## config.mk

```make
export PLATFORM = sky130hd
export DESIGN_NAME = pd_status_gpio
export DESIGN_NICKNAME = d
export VERILOG_FILES = /design/src/rtl/pd_status_gpio.sv
export SDC_FILE = /design/constraint.sdc
export NUM_CORES = 1
export LEC_CHECK = 0
export ABC_AREA = 1
export BUFFER_PORTS_ARGS = -buffer_cell sky130_fd_sc_hd__buf_2
export CAP_MARGIN = 20
export CORE_ASPECT_RATIO = 1.1
export CORE_UTILIZATION = 53
export DETAILED_ROUTE_END_ITERATION = 8
export PLACE_DENSITY = 0.9
export SLEW_MARGIN = 15
export SYNTH_ARGS = -nofsm -noshare
export SYNTH_HDL_FRONTEND = slang
export SYNTH_SLANG_ARGS = --single-unit
```

## constraint.sdc

```tcl
create_clock -name clk -period 1.8 [get_ports clk]
set_input_delay 0.18 -clock clk [delete_from_list [all_inputs] [get_ports clk]]
set_output_delay 0.18 -clock clk [all_outputs]
set_load 0.005 [all_outputs]
```

## src/rtl/pd_status_gpio.sv

```systemverilog
module pd_status_gpio #(
  parameter int T_SRC_TRANS = 20,
  parameter int ONEHOT_N    = 4
) (
  input  logic       clk,
  input  logic       rst_n,
  input  logic       role_src,
  input  logic       dr_ufp,
  input  logic       attach_cc2,
  input  logic       ev_attach,
  input  logic       ev_detach,
  input  logic       ev_hard_reset,
  input  logic       ev_pr_swap,
  input  logic       ev_req_rx,
  input  logic       ev_req_tx,
  input  logic       ev_accept_tx,
  input  logic       ev_psrdy_tx,
  input  logic       ev_psrdy_rx,
  input  logic [2:0] pdo_idx,
  input  logic       barrel_in,
  input  logic       fault_n_in,
  output logic       nego_busy,
  output logic       plug_att,
  output logic       orient,
  output logic       attached_sink,
  output logic       ufp_ind,
  output logic [2:0] pdo_code,
  output logic [ONEHOT_N-1:0] pdo_onehot,
  output logic       unconstrained,
  output logic       err_recovery
);
  localparam int CW = $clog2(T_SRC_TRANS + 1);
  localparam logic [CW-1:0] T_LOAD = CW'(T_SRC_TRANS);

  logic nego_set, nego_clr, kill;
  logic [CW-1:0] cnt;
  logic pend;
  logic [2:0] pend_idx;
  logic [1:0] bj_sync, ft_sync;
  logic bj_prev;

  assign nego_set = role_src ? ev_req_rx   : ev_req_tx;
  assign nego_clr = role_src ? ev_psrdy_tx : ev_psrdy_rx;
  assign kill     = ev_detach | ev_hard_reset | ev_pr_swap;

  always_ff @(posedge clk or negedge rst_n)
    if (!rst_n)                            nego_busy <= 1'b0;
    else if (ev_detach || ev_hard_reset)   nego_busy <= 1'b0;
    else if (nego_clr)                     nego_busy <= 1'b0;
    else if (nego_set)                     nego_busy <= 1'b1;

  always_ff @(posedge clk or negedge rst_n)
    if (!rst_n) begin
      plug_att <= 1'b0;
      orient   <= 1'b0;
    end else if (ev_detach) begin
      plug_att <= 1'b0;
      orient   <= 1'b0;
    end else if (ev_attach) begin
      plug_att <= 1'b1;
      orient   <= attach_cc2;
    end

  always_ff @(posedge clk or negedge rst_n)
    if (!rst_n)                                       attached_sink <= 1'b0;
    else if (ev_detach || ev_hard_reset || ev_pr_swap) attached_sink <= 1'b0;
    else if (ev_attach && !role_src)                  attached_sink <= 1'b1;

  always_ff @(posedge clk or negedge rst_n)
    if (!rst_n) ufp_ind <= 1'b0;
    else        ufp_ind <= plug_att & dr_ufp;

  always_ff @(posedge clk or negedge rst_n)
    if (!rst_n) begin
      pend     <= 1'b0;
      pend_idx <= '0;
      cnt      <= '0;
      pdo_code <= '0;
    end else if (kill) begin
      pend     <= 1'b0;
      cnt      <= '0;
      pdo_code <= '0;
    end else if (ev_accept_tx && role_src) begin
      pend     <= 1'b1;
      pend_idx <= pdo_idx;
      cnt      <= T_LOAD;
    end else if (pend) begin
      cnt <= cnt - 1'b1;
      if (cnt == CW'(1)) begin
        pend     <= 1'b0;
        pdo_code <= pend_idx;
      end
    end

  for (genvar i = 0; i < ONEHOT_N; i++) begin : g_onehot
    assign pdo_onehot[i] = (pdo_code == 3'(i + 1));
  end

  always_ff @(posedge clk or negedge rst_n)
    if (!rst_n) begin
      bj_sync       <= '0;
      bj_prev       <= 1'b0;
      ft_sync       <= '1;
      unconstrained <= 1'b0;
    end else begin
      bj_sync <= {bj_sync[0], barrel_in};
      bj_prev <= bj_sync[1];
      ft_sync <= {ft_sync[0], fault_n_in};
      if (bj_sync[1] && !bj_prev)      unconstrained <= 1'b1;
      else if (!bj_sync[1] && bj_prev) unconstrained <= 1'b0;
    end

  assign err_recovery = ~ft_sync[1];
endmodule


```

Word-level counts from Yosys, hierarchy flattened
Cells that the tools add are included.
{"block": "word_totals", "inputBits": 19, "wordCells": 67, "ff_bits": 23, "output_inout_bits": 14}
{"block": "op_classes", "bitwise": 5, "n_eq_ne": 6, "muxes": 24, "n_addsub": 1, "reduce_logical": 18}
{"operator": "2-to-1 mux 1 bit", "n": 17}
{"operator": "2-to-1 mux 5 bit", "n": 3}
{"operator": "2-to-1 mux 3 bit", "n": 4}
{"operator": "nonzero test 2 bit", "n": 5}
{"operator": "equality test 3 x 2 -> 1 bit, second input constant", "n": 2}
{"operator": "nonzero test 3 bit", "n": 2}
{"operator": "equality test 5 x 1 -> 1 bit, second input constant", "n": 1}
{"operator": "subtractor 5 x 1 -> 5 bit, second input constant", "n": 1}
{"operator": "logical AND 1 bit", "n": 4}
{"operator": "equality test 3 x 1 -> 1 bit, second input constant", "n": 1}
{"operator": "equality test 3 bit, second input constant", "n": 1}
{"operator": "logical NOT 1 bit", "n": 3}
{"operator": "AND reduction 3 bit", "n": 1}
{"operator": "logical OR 1 bit", "n": 2}
{"operator": "inequality test 2 bit, second input constant", "n": 1}
{"operator": "NOT 1 bit", "n": 2}
{"operator": "bitwise OR 1 bit", "n": 2}
{"operator": "AND reduction 2 bit", "n": 1}
{"operator": "bitwise AND 1 bit", "n": 1}

Longest topological paths before layout
{"block": "depth", "ltp_word": 5, "ltp_mapped": 9, "depth_no_buf": 9}

Least setup slack after synthesis
Ideal clock, no wire load.
{"block": "synth_timing", "path_type": "flip-flop to flip-flop", "startpoint": "register cnt[1]", "endpoint": "register pdo_code[2]", "setup_time_ps": 117, "required_time_ps": 1683, "synth_period_minus_slack_ps": 1108, "path_slack_ps": 692, "path_buffers": 0, "arrival_ps": 991, "path_stages_with_launch": 10, "path_cell_list": "dfrtp_1 -> inv_1 -> ha_1 -> inv_1 -> nor2_1 -> nand3_1 -> nand2_2 -> nand2_2 -> nand2_1 -> nand2_1"}
{"block": "synth_between", "elab_chain_cells": 3}
{"item": "start: declaration", "line_no": "36", "rtl": "logic [CW-1:0] cnt;"}
{"item": "start signal: assignment", "line_no": "88", "rtl": "cnt <= cnt - 1'b1;"}
{"item": "equality test 5 x 1 -> 1 bit", "line_no": "89", "rtl": "if (cnt == CW'(1)) begin"}
{"item": "nonzero test 2 bit (no source line)"}
{"item": "AND reduction 3 bit (no source line)"}
{"item": "end signal: assignment", "line_no": "91", "rtl": "pdo_code <= pend_idx;"}
{"item": "end: declaration", "line_no": "27", "rtl": "output logic [2:0] pdo_code,"}
No other way between the ends.
A chain may end at the register's enable or synchronous reset.

Worst setup path after layout
{"block": "layout_timing", "startpoint": "register pdo_code[1]", "endpoint": "output pdo_onehot[2]"}
{"block": "layout_between", "elab_chain_cells": 1}
{"item": "equality test 3 x 2 -> 1 bit", "line_no": "96", "rtl": "assign pdo_onehot[i] = (pdo_code == 3'(i + 1));"}
{"item": "end: declaration", "line_no": "28", "rtl": "output logic [ONEHOT_N-1:0] pdo_onehot,"}
No other way between the ends.

==> impl_metrics.py <==
metrics = {
    "sta": {
        "skew_ns": 0.00199,
        "layout_setup_ws_ns": 0.532,
        "rsz0062_at_grt": "false",
        "hold_viol": 0,
        "tns_ns": 0,
        "worst_slew_pin_slew_ns": 0.493,
        "period_needed_ns": 1.27,
        "slew_violations": 0,
        "setup_violations": 0,
        "period_share_pct": 70.4,
        "slew-limit-headroom_pct": 67.2,
        "fmax_mhz": 789,
    },
    "cts": {
        "postCtsSetupBuffers": 0,
        "ctsResizeCount": 0,
        "clock-sinks": 23,
        "cts_buffers": 3,
        "clockBufferDepth": 2,
        "path_clk_slew_ns": 0.13,
        "cts_root_buffer": "clkbuf_4",
        "cts_tree": "built",
        "cts_hold_buf": 3,
        "htreeDepth": 1,
        "clk_latency_ns": 0.30,
    },
    "setup_path": {
        "crit_slowest_cell": "dfrtp_1",
        "criticalPathCategory": "flop to output pin",
        "crit_family": "flip-flops",
        "crit_path_max_incr_delay_ns": 0.41,
        "path_buf_inv": 2,
        "required_ns": 1.62,
        "cp_max_fo": 4,
        "crit_chain": "inv_1 > nor3_1 > buf_2",
        "end_kind": "output pin",
        "arrival_ns": 1.09,
        "worst_setup_path_start_kind": "flop",
    },
    "detailed_routing": {
        "vias": 914,
        "wl_per_cell_um": 12.1,
        "drt_iter0_markers": 17,
        "drtAntennaViolNets": 0,
        "routed_wl_mm": 2.23,
        "drc_errors": 0,
        "vias_per_cell": 4.94,
        "dr.pass1.iters": 4,
    },
    "grt": {
        "grt_pass1_wl_mm": 3.70,
        "grt_overflow_total": 0,
        "antenna_found_initial": 0,
        "grt_pass1_vias": 879,
        "grtUsageTotal_pct": 22.9,
        "grt_max_degree": 24,
    },
    "yosys": {
        "synth_fa_ha_area_share_pct": 3.48,
        "synth-simple-area-share_pct": 27.6,
        "yosys_warnings": 0,
        "synth_xor_area_share_pct": 0,
        "synth_top_family_by_area": "simple AND/OR/NAND/NOR gates",
        "synth_cell_types": 19,
        "avgSynthCellArea_um2": 9.06,
        "synth-compound-area-share_pct": 7.89,
        "ys_ff_latch": 23,
        "netlist_instances": 119,
        "syn_nets": 141,
        "syn-cell-area_um2": 1080,
        "synth_mux_area_share_pct": 1.04,
        "yosysSeqAreaShare_pct": 53.6,
    },
    "run_status": {
        "status": "completed",
    },
    "floorplan": {
        "row_count": 16,
        "coreArea_um2": 1840,
        "num_io_pins": 33,
        "die_area_um2": 2220,
        "die_y_um": 49.3,
        "die_w_um": 45.0,
        "initial_utilization_pct": 58.6,
    },
    "power_and_ir_drop": {
        "vdd_drop_max_uv": 435,
        "pwr-share-seq_pct": 60.6,
        "power_frac_comb_pct": 14.0,
        "p_leak_nw": 0.761,
        "p_int_w": 0.000690,
        "p_per_area_nw_per_um2": 702,
        "sw_frac_of_total_pct": 26.1,
        "p_switching_w": 0.000244,
        "pwr-share-clk_pct": 25.4,
    },
    "placement": {
        "place_ws_ns": 0.592,
        "dp_hpwl_mm": 1.66,
        "dp_cells": 178,
        "place_congestion": 0.890,
        "io_buffer_count": 32,
        "placed_area_um2": 1270,
    },
    "final_layout": {
        "antennaDiodeCount": 0,
        "drive_above_1_share_pct": 31.6,
        "syn_to_final_growth_pct": 23.3,
        "fin_cells": 185,
        "fin_util_pct": 72.2,
        "final_area_um2": 1330,
        "nets": 181,
    },
    "hold_path": {
        "hold_class": "input port to flop",
    },
    "flow_run": {
        "drv_cap": 0,
    },
}
layer usage:
metal / up-vias / track usage [%] / wire length [um]
li1: 453 / - / -
met1: 435 / 26.9 / 879
met2: 24 / 41.3 / 1260
met3: 2 / 3.33 / 75
met4: 0 / 7.07 / 13
met5: - / 0 / 0
synthesized netlist by cell type:
| library cell | n | area, um^2 |
|---|---|---|
| a21oi_1 | 9 | 45.0 |
| nor2_4 | 1 | 11.3 |
| nand3b_4 | 1 | 20.0 |
| dfrtp_1 | 21 | 526 |
| nand2_4 | 2 | 22.5 |
| nand3_1 | 8 | 40.0 |
| dfstp_2 | 2 | 52.6 |
| nor2_1 | 21 | 78.8 |
| nor3_1 | 4 | 20.0 |
| mux2_2 | 1 | 11.3 |
| o21ai_0 | 5 | 25.0 |
| nand2_1 | 16 | 60.1 |
| o21a_1 | 2 | 15.0 |
| clkinv_2 | 1 | 5.00 |
| nand2_2 | 4 | 25.0 |
| inv_1 | 16 | 60.1 |
| inv_2 | 1 | 3.75 |
| nor2_8 | 1 | 20.0 |
| ha_1 | 3 | 37.5 |
layout make-up:
class / count / area [um^2]
Sequential cell: 23 / 578
Fill cell: 144 / 512
Multi-Input combinational cell: 78 / 432
Timing Repair Buffer: 35 / 190
Inverter: 18 / 68.8
Tap cell: 27 / 33.8
Clock buffer: 3 / 22.5
Clock inverter: 1 / 5.00
power groups by stage:
stage	combinational, W	sequential [W]	clock (W)
6_report	0.000131	0.000566	0.000237
5_1_grt	0.000149	0.000568	0.000266
4_1_cts	0.000131	0.000566	0.000237
3_5_place_dp	0.000125	0.000576	0
3_3_place_gp	0.000119	0.000574	0
2_1_floorplan	0.0000628	0.000574	0
worst register-to-register path, stage by stage (launching register included):
cell and delay [ns]:
dfrtp_1 0.40, inv_1 0.10, ha_1 0.14, inv_1 0.03, nor2_1 0.08, nand3_1 0.10
nand2_2 0.12, nand2_2 0.07, nand2_1 0.06, nand2_1 0.05
layout by cell type, fill, tap and decap left out, drive strengths merged:
cell type,netlist,layout
nand2,22,22
nand3,8,8
o21ai,5,5
dfstp,2,2
buf,0,32
nand3b,1,1
o21a,2,2
clkbuf,0,3
nor2,23,23
dfrtp,21,21
ha,3,3
clkinv,1,2
inv,17,17
mux2,1,1
nor3,4,4
a21oi,9,9
dlygate4sd3,0,3
kinds of logic after synthesis:
logic type | Yosys count
AOI/OAI and AO/OA | 16
adders and majority gates | 3
buffers and inverters | 18
DFF | 23
muxes | 1
and+or+nand+nor | 58
final timing paths:
path	to	cells after the start	startpoint	slack, ns
worst max-delay path	pdo_onehot[2]	3	pdo_code[1]	0.53
worst min-delay path	plug_att	2	ev_detach	0.04
worst max register to register	pdo_code[2]	9	cnt[1]	0.55
worst min register to register	bj_sync[1]	0	bj_sync[0]	0.36
max in group asynchronous	ft_sync[1]	2	rst_n	1.08
min in group asynchronous	plug_att	2	rst_n	0.37
flip-flops by register name, summed over array words and instances, names as in the netlist:
register / cells
ufp_ind: 1
bj_sync: 2
nego_busy: 1
pend_idx: 3
unconstrained: 1
pdo_code: 3
orient: 1
ft_sync: 2
pend: 1
attached_sink: 1
bj_prev: 1
cnt: 5
plug_att: 1
stage by stage:
stage               total power, W  hold slack (ns)
global route              0.000983           0.0277
floorplan                 0.000637           -0.116
detailed placement        0.000701            0.169
global placement          0.000693            0.164
CTS                       0.000934           0.0404
finish                    0.000934           0.0401
Power figures use the tool's default switching activity.
